===== config.mk =====
export PLATFORM = sky130hd
export DESIGN_NAME = prp_walker
export DESIGN_NICKNAME = d
export VERILOG_FILES = /design/src/rtl/prp_pkg.sv /design/src/rtl/prp_page_geom.sv /design/src/rtl/prp_entry_fetch.sv /design/src/rtl/prp_walker.sv
export SDC_FILE = /design/constraint.sdc
export NUM_CORES = 1
export LEC_CHECK = 0
export ABC_AREA = 1
export ABC_CLOCK_PERIOD_IN_PS = 9720
export CORE_ASPECT_RATIO = 1.2
export CORE_MARGIN = 3
export CORE_UTILIZATION = 39
export CTS_BUF_LIST = sky130_fd_sc_hd__clkbuf_8
export DETAILED_ROUTE_END_ITERATION = 12
export GPL_TIMING_DRIVEN = 0
export PLACE_DENSITY_LB_ADDON = 0.1
export SLEW_MARGIN = 20
export SYNTH_ARGS = -nofsm -noshare
export SYNTH_HDL_FRONTEND = slang
export SYNTH_SLANG_ARGS = --single-unit

===== constraint.sdc =====
create_clock -name clk -period 9.72 [get_ports clk]
set_input_delay 0.972 -clock clk [delete_from_list [all_inputs] [get_ports clk]]
set_output_delay 0.972 -clock clk [all_outputs]
set_load 0.02 [all_outputs]

===== src/rtl/prp_pkg.sv =====
// Shared types for the page list walker.
// Assumes: nothing beyond IEEE 1800-2017.
package prp_pkg;

    typedef enum logic [2:0] {
        ST_IDLE,
        ST_FIRST,
        ST_DIRECT,
        ST_FETCH,
        ST_WAIT,
        ST_FAIL
    } walk_st_t;

endpackage


===== src/rtl/prp_page_geom.sv =====
// Page geometry: derives page size, offset mask, last list slot and the room
// left in the first page from the size selector and the first pointer.
// Assumes: LEN_W is wider than the largest page shift; purely combinational.
module prp_page_geom #(
    parameter int MPS_W  = 3,
    parameter int LEN_W  = 32,
    parameter int ADDR_W = 64
) (
    input  logic [MPS_W-1:0]  mps,
    input  logic [ADDR_W-1:0] first_ptr,
    output logic [LEN_W-1:0]  page_bytes,
    output logic [ADDR_W-1:0] off_mask,
    output logic [LEN_W-1:0]  last_slot,
    output logic [LEN_W-1:0]  first_room
);
    localparam int SHIFT_MAX = 12 + (1 << MPS_W) - 1;
    localparam int SH_W      = $clog2(SHIFT_MAX + 1);

    logic [SH_W-1:0] shift;

    // Page size, mask and slot count from the selector
    always_comb begin
        shift      = SH_W'(12) + SH_W'(mps);
        page_bytes = LEN_W'(1) << shift;
        off_mask   = {{(ADDR_W-LEN_W){1'b0}}, page_bytes} - ADDR_W'(1);
        last_slot  = (page_bytes >> 3) - LEN_W'(1);
        first_room = page_bytes - LEN_W'(first_ptr & off_mask);
    end

endmodule


===== src/rtl/prp_entry_fetch.sv =====
// Entry fetcher: turns a one-cycle go with an address into a single
// request/response transaction and returns the entry for one cycle.
// Assumes: go only arrives when no transaction is open.
module prp_entry_fetch #(
    parameter int ADDR_W = 64
) (
    input  logic              clk,
    input  logic              rst_n,
    input  logic              go,
    input  logic [ADDR_W-1:0] go_addr,
    output logic              rd_req_valid,
    input  logic              rd_req_ready,
    output logic [ADDR_W-1:0] rd_req_addr,
    input  logic              rd_rsp_valid,
    input  logic [63:0]       rd_rsp_data,
    output logic              ent_valid,
    output logic [63:0]       ent_data
);
    logic req_q;
    logic wait_q;
    logic [ADDR_W-1:0] addr_q;

    // Request and response tracking
    always_ff @(posedge clk) begin
        if (!rst_n) begin
            req_q  <= 1'b0;
            wait_q <= 1'b0;
            addr_q <= '0;
        end else if (go) begin
            req_q  <= 1'b1;
            addr_q <= go_addr;
        end else if (req_q && rd_req_ready) begin
            req_q  <= 1'b0;
            wait_q <= 1'b1;
        end else if (wait_q && rd_rsp_valid) begin
            wait_q <= 1'b0;
        end
    end

    // Drive the port and hand the entry back
    always_comb begin
        rd_req_valid = req_q;
        rd_req_addr  = addr_q;
        ent_valid    = wait_q && rd_rsp_valid;
        ent_data     = rd_rsp_data;
    end


    req_hold_chk: assert property (@(posedge clk) disable iff (!rst_n)
        rd_req_valid && !rd_req_ready |=> rd_req_valid && $stable(rd_req_addr));


    one_open_chk: assert property (@(posedge clk) disable iff (!rst_n)
        go |-> !req_q && !wait_q);

endmodule


===== src/rtl/prp_walker.sv =====
// Segment walker: splits a transfer into page segments from two pointers,
// fetching and chaining pointer lists when the transfer spans many pages.
// Assumes: one descriptor at a time; segment consumer always accepts.
module prp_walker #(
    parameter int MPS_W  = 3,
    parameter int LEN_W  = 32,
    parameter int ADDR_W = 64
) (
    input  logic              clk,
    input  logic              rst_n,
    input  logic              start,
    input  logic [MPS_W-1:0]  page_sel,
    input  logic [LEN_W-1:0]  xfer_len,
    input  logic [ADDR_W-1:0] data_ptr0,
    input  logic [ADDR_W-1:0] data_ptr1,
    output logic              busy,
    output logic              rd_req_valid,
    input  logic              rd_req_ready,
    output logic [ADDR_W-1:0] rd_req_addr,
    input  logic              rd_rsp_valid,
    input  logic [63:0]       rd_rsp_data,
    output logic              seg_valid,
    output logic [ADDR_W-1:0] seg_addr,
    output logic [LEN_W-1:0]  seg_len,
    output logic              done,
    output logic              status_err
);
    import prp_pkg::*;

    walk_st_t          st_q;
    logic [MPS_W-1:0]  mps_q;
    logic [LEN_W-1:0]  len_q;
    logic [LEN_W-1:0]  rem_q;
    logic [ADDR_W-1:0] ptr0_q;
    logic [ADDR_W-1:0] ptr1_q;
    logic [ADDR_W-1:0] list_q;
    logic [LEN_W-1:0]  idx_q;

    logic              seg_v_q;
    logic [ADDR_W-1:0] seg_a_q;
    logic [LEN_W-1:0]  seg_l_q;
    logic              done_q;
    logic              err_q;

    logic [LEN_W-1:0]  page_bytes;
    logic [ADDR_W-1:0] off_mask;
    logic [LEN_W-1:0]  last_slot;
    logic [LEN_W-1:0]  first_room;

    logic              go;
    logic [ADDR_W-1:0] entry_addr;
    logic              ent_valid;
    logic [63:0]       ent_data;

    logic [LEN_W-1:0]  first_take;
    logic [LEN_W-1:0]  after_first;
    logic [LEN_W-1:0]  list_take;
    logic              ent_bad;
    logic              ptr1_unaligned;
    logic              chain_slot;

    prp_page_geom #(.MPS_W(MPS_W), .LEN_W(LEN_W), .ADDR_W(ADDR_W)) u_geom (
        .mps        (mps_q),
        .first_ptr  (ptr0_q),
        .page_bytes (page_bytes),
        .off_mask   (off_mask),
        .last_slot  (last_slot),
        .first_room (first_room)
    );

    prp_entry_fetch #(.ADDR_W(ADDR_W)) u_fetch (
        .clk          (clk),
        .rst_n        (rst_n),
        .go           (go),
        .go_addr      (entry_addr),
        .rd_req_valid (rd_req_valid),
        .rd_req_ready (rd_req_ready),
        .rd_req_addr  (rd_req_addr),
        .rd_rsp_valid (rd_rsp_valid),
        .rd_rsp_data  (rd_rsp_data),
        .ent_valid    (ent_valid),
        .ent_data     (ent_data)
    );

    // Segment sizing and pointer validity for the current step
    always_comb begin
        first_take     = (len_q < first_room) ? len_q : first_room;
        after_first    = len_q - first_take;
        list_take      = (rem_q > page_bytes) ? page_bytes : rem_q;
        ent_bad        = (ent_data == 64'd0) || ((ent_data & off_mask) != '0);
        ptr1_unaligned = (ptr1_q & off_mask) != '0;
        chain_slot     = (idx_q == last_slot) && (rem_q > page_bytes);
        entry_addr     = list_q + ADDR_W'({idx_q, 3'b000});
        go             = (st_q == ST_FETCH);
    end

    // Walk sequencing, segment emission and completion
    always_ff @(posedge clk) begin
        if (!rst_n) begin
            st_q    <= ST_IDLE;
            mps_q   <= '0;
            len_q   <= '0;
            rem_q   <= '0;
            ptr0_q  <= '0;
            ptr1_q  <= '0;
            list_q  <= '0;
            idx_q   <= '0;
            seg_v_q <= 1'b0;
            seg_a_q <= '0;
            seg_l_q <= '0;
            done_q  <= 1'b0;
            err_q   <= 1'b0;
        end else begin
            seg_v_q <= 1'b0;
            done_q  <= 1'b0;
            case (st_q)
                ST_IDLE: begin
                    if (start) begin
                        mps_q  <= page_sel;
                        len_q  <= xfer_len;
                        ptr0_q <= data_ptr0;
                        ptr1_q <= data_ptr1;
                        st_q   <= ST_FIRST;
                    end
                end
                ST_FIRST: begin
                    if (ptr0_q == '0) begin
                        done_q <= 1'b1;
                        err_q  <= 1'b1;
                        st_q   <= ST_IDLE;
                    end else begin
                        seg_v_q <= 1'b1;
                        seg_a_q <= ptr0_q;
                        seg_l_q <= first_take;
                        rem_q   <= after_first;
                        if (after_first == '0) begin
                            done_q <= 1'b1;
                            err_q  <= 1'b0;
                            st_q   <= ST_IDLE;
                        end else if (ptr1_q == '0) begin
                            st_q <= ST_FAIL;
                        end else if (after_first <= page_bytes) begin
                            st_q <= ptr1_unaligned ? ST_FAIL : ST_DIRECT;
                        end else begin
                            list_q <= ptr1_q;
                            idx_q  <= '0;
                            st_q   <= ST_FETCH;
                        end
                    end
                end
                ST_DIRECT: begin
                    seg_v_q <= 1'b1;
                    seg_a_q <= ptr1_q;
                    seg_l_q <= rem_q;
                    done_q  <= 1'b1;
                    err_q   <= 1'b0;
                    st_q    <= ST_IDLE;
                end
                ST_FETCH: begin
                    st_q <= ST_WAIT;
                end
                ST_WAIT: begin
                    if (ent_valid) begin
                        if (ent_bad) begin
                            done_q <= 1'b1;
                            err_q  <= 1'b1;
                            st_q   <= ST_IDLE;
                        end else if (chain_slot) begin
                            list_q <= ent_data;
                            idx_q  <= '0;
                            st_q   <= ST_FETCH;
                        end else begin
                            seg_v_q <= 1'b1;
                            seg_a_q <= ent_data;
                            seg_l_q <= list_take;
                            rem_q   <= rem_q - list_take;
                            idx_q   <= idx_q + LEN_W'(1);
                            if (rem_q == list_take) begin
                                done_q <= 1'b1;
                                err_q  <= 1'b0;
                                st_q   <= ST_IDLE;
                            end else begin
                                st_q <= ST_FETCH;
                            end
                        end
                    end
                end
                ST_FAIL: begin
                    done_q <= 1'b1;
                    err_q  <= 1'b1;
                    st_q   <= ST_IDLE;
                end
                default: st_q <= ST_IDLE;
            endcase
        end
    end

    // Output wiring
    always_comb begin
        busy       = (st_q != ST_IDLE);
        seg_valid  = seg_v_q;
        seg_addr   = seg_a_q;
        seg_len    = seg_l_q;
        done       = done_q;
        status_err = err_q;
    end


    done_pulse_chk: assert property (@(posedge clk) disable iff (!rst_n)
        done |=> !done);


    seg_nonzero_chk: assert property (@(posedge clk) disable iff (!rst_n)
        seg_valid |-> seg_addr != '0);


    seg_fits_page_chk: assert property (@(posedge clk) disable iff (!rst_n)
        seg_valid |-> seg_len <= page_bytes);


    start_ignored_chk: assert property (@(posedge clk) disable iff (!rst_n)
        busy && start |=> $stable(len_q) && $stable(ptr0_q));


    idle_quiet_chk: assert property (@(posedge clk) disable iff (!rst_n)
        !busy |-> !rd_req_valid);

endmodule


==> summary by stage <==
Status
The flow ran to the end, and the final reports show no timing, DRC or antenna violations.

Timing
Setup violations remaining at the end of the flow were counted as 0. Setup repair after global routing left no endpoint under its margin. The number of failing hold endpoints at the final stage is 0. The relative slew slack is 19.93%. Counting I/O delays and the setup requirement, the final critical path takes 9.177 ns. Hold is met by 0.4631 ns. The ratio of final minimum period to clock period is 94.42%. The count of pins over their slew limit is 0. The fmax is 0.1090 GHz.

The pin slew with the least headroom to its limit is 1.201 ns. In the final timing run, aggregate negative setup slack is 0 ns. The clock arrives with 0.04496 ns of skew.

Global route
The combined global-route utilization of all metal layers is 31.56%. The remaining global-route overflow is 0. The global-route wire length before repair is 189000 µm. The number of global-route vias before repair is 30277. The initial antenna violation count is 7.

The maximum number of pins on one net before global-route repair is 13.

Synthesis
The number of synthesis warnings is 0. Counting every instance in the synthesized netlist gives 4500. The mapped netlist covers 0.02959 mm². The number of library cell types mapped by synthesis is 63. The average size of a mapped cell is 6.576 µm². Of all flip-flops after synthesis, the portion carrying an async set or reset was 0%. Sequential elements use 31.05% of the synthesized area. In this run, synthesis produced a sequential element count of 459. The most used flip-flop cell after synthesis is sky130_fd_sc_hd__dfxtp_1. In this run, synthesis inferred 0 flip-flops with an integrated enable.

Detailed routing
Signal routing reaches up to met5. The total number of vias is 32622. The DRC violation count after routing is 0. The via density per instance is 5.339. Summed over all nets, wire length on met3 after detailed routing comes to 10620 µm. The total wire length after detailed routing is 130800 µm.

After detailed routing, the wire length on met1 is 57940 µm. The number of antenna-violating nets in the routed design is 0. The length of routed met2 wiring is 57900 µm. The detail-routed net length per standard cell is 21.41 µm.

The first routing iteration left 2665 violations. The first detailed-routing pass ran for 6 iterations.

Placement
The count of buffers added on input and output ports is 395. After detailed placement, the total cell area comes to 0.03503 mm². The global placement routability congestion is 0.9677. The HPWL after detailed placement is 108100 µm.

Power and ir drop
The worst ir drop on vdd is 0.1832 mV. For this design the ratio of total power to cell area is 370.7 mW/mm². The analysis attributes to cell leakage a power of 16.09 nW.

The design draws 13.65 mW.

Clock network
The number of buffers inserted during clock tree synthesis is 82. The clock edge transition at the registers on the reported setup and hold paths is 0.06 ns. The depth of the CTS H-tree is 3.

The root buffer cell is sky130_fd_sc_hd__clkbuf_8. The clock insertion delay at the later pin of the skew report is 0.72 ns. Buffers inserted to repair hold after CTS numbered 0. The clock sink count is 459. The maximum buffer depth of the clock tree is 3. The TritonCTS clock tree is built. Once the clock tree was built, the setup fixing pass inserted 0 buffers.

Floorplan
Once the floorplan was initialized, standard cells occupied 39.38% of the core. 397 I/O pins were placed. The horizontal extent of the die is 257.5 µm.

The floorplan has 110 rows. After floorplanning, the core was sized to cover 0.07515 mm². The floorplan step defined a die boundary enclosing 0.07924 mm². The vertical die dimension is 307.8 µm.

Final layout
The commonest non-fill, non-tap cell in the layout is sky130_fd_sc_hd__nand2_1. The final-layout fill cell count is 8099. The area added between synthesis and finish is 24.41%.

The layout cell share with drive strength beyond 1 is 4.277%. Summing all non-filler instances in the final layout gives an area of 0.03682 mm². The top cell types in the final layout, fill and taps aside, are 751 x sky130_fd_sc_hd__nand2_1, 694 x sky130_fd_sc_hd__inv_1, 526 x sky130_fd_sc_hd__o21ai_0. The final layout contains 5445 nets.

Setup path
The delay contributed by the slowest stage of the critical path is 0.74 ns. At the worst endpoint, the required time is 10.30 ns. The critical path startpoint category is a flop.

The critical path capture point type is a flop. The type of the setup path with the least slack is reg2reg. Counting stages on the worst path, the most repeated cell is sky130_fd_sc_hd__nand2_1. At the worst endpoint, the arrival time is 9.75 ns.

The largest individual stage delay along the critical path comes from the cell sky130_fd_sc_hd__nor2_1. In this run the worst path has a maximum fanout of 10.

Hold path
The tightest min-delay check is of the reg2reg type.

Job
The number of max-capacitance violations reported is 0.
==> path summary, 6_finish.rpt <==
path | startpoint | end | slack, ns | depth (start not counted)
worst max register to register | mps_q[2] | list_q[30] | 0.54 | 39
worst max-delay path | mps_q[2] | list_q[30] | 0.54 | 39
worst min-delay path | u_fetch.wait_q | u_fetch.wait_q | 0.46 | 2
worst min register to register | u_fetch.wait_q | u_fetch.wait_q | 0.46 | 2
==> what timing repair did <==
action                     4_1_cts  5_1_grt
hold endpoints to repair         0        0
setup endpoints to repair        0       96
gates resized for setup          0       27
==> synth_stat cells (9+ instances only) <==
library cell	count	area [µm²]
sky130_fd_sc_hd__o211ai_1	28	210.2
sky130_fd_sc_hd__nor3_1	77	385.4
sky130_fd_sc_hd__a31oi_1	25	156.4
sky130_fd_sc_hd__ha_1	177	2215
sky130_fd_sc_hd__buf_4	9	67.56
sky130_fd_sc_hd__inv_2	11	41.29
sky130_fd_sc_hd__a221oi_1	13	113.9
sky130_fd_sc_hd__inv_1	670	2515
sky130_fd_sc_hd__o21ai_1	16	80.08
sky130_fd_sc_hd__clkinv_1	42	157.7
sky130_fd_sc_hd__clkbuf_1	170	638.1
sky130_fd_sc_hd__buf_2	28	140.1
sky130_fd_sc_hd__nor4_1	78	488.0
sky130_fd_sc_hd__nand3_1	123	615.6
sky130_fd_sc_hd__o21ai_0	535	2678
sky130_fd_sc_hd__o221ai_1	39	341.6
sky130_fd_sc_hd__nor2_1	376	1411
sky130_fd_sc_hd__nand2_1	751	2819
sky130_fd_sc_hd__xnor2_1	39	341.6
sky130_fd_sc_hd__a21oi_1	523	2618
sky130_fd_sc_hd__o21a_1	10	75.07
sky130_fd_sc_hd__o22ai_1	13	81.33
sky130_fd_sc_hd__nand3b_1	9	67.56
sky130_fd_sc_hd__xor2_1	75	656.9
sky130_fd_sc_hd__dfxtp_1	459	9189
sky130_fd_sc_hd__nand4_1	111	694.4
==> report_power, final <==
part / switching [mW] / internal [mW]
Clock: 0.905 / 1.06
Combinational: 5.85 / 2.83
Sequential: 0.530 / 2.48
Total: 7.28 / 6.37
==> worst max-delay path, delay by kind of cell, from the launching register on <==
kind	cells	cell delay (ns)
DFF	1	0.42
adders and majority gates	3	1.07
AOI/OAI and AO/OA	11	2.43
buffers and inverters	7	1.72
and+or+nand+nor	18	3.42
==> per-stage QoR <==
step	utilization, %	worst slack [ns]	std cells
final	48.99	0.5426	6110
after global routing	48.98	0.009205	6107
after CTS	48.93	0.09862	6105
after detailed placement	46.62	0.09086	5957
after global placement	46.59	0.1995	5956
after floorplan	-	2.962	4553
==> state kept, by name, summed over array words and instances (netlist names) <==
register	count
done	1
idx_q	32
len_q	32
list_q	64
mps_q	3
ptr0_q	64
ptr1_q	64
rem_q	32
seg_addr	64
seg_len	32
seg_valid	1
st_q	3
status_err	1
u_fetch.rd_req_addr	64
u_fetch.rd_req_valid	1
u_fetch.wait_q	1
==> kinds of logic (layout without fill, tap and decap cells) <==
kind of cell / Yosys count / after routing / share of synthesized area (%)
buffers and inverters: 946 / 1490 / 12.43
xor gates and xnor gates: 114 / 114 / 3.374
AOI/OAI and AO/OA: 1255 / 1255 / 22.99
adders and majority gates: 180 / 180 / 7.686
other: 2 / 60 / 0.02538
DFF: 459 / 459 / 31.05
and+or+nand+nor: 1544 / 1544 / 22.44
==> layout make-up <==
class	instances	area, µm²	share of cell area [%]
clock inverters	50	391.6	1.064
clock buffers	98	1349	3.663
repair buffers	396	3959	10.75
well taps	1008	1261	3.426
diodes	5	12.51	0.03398
flip-flops and latches	459	9189	24.96
inverters	723	2714	7.371
plain buffers	223	975.9	2.651
multi-input cells	3148	16970	46.08
==> layer usage <==
metal  up-vias  track usage [%]
li1      16053                -
met1     15081            43.22
met2      1283            50.20
met3       199            5.453
met4         6            10.73
met5         -                0
Note: power is estimated with default switching activity, not from simulation.
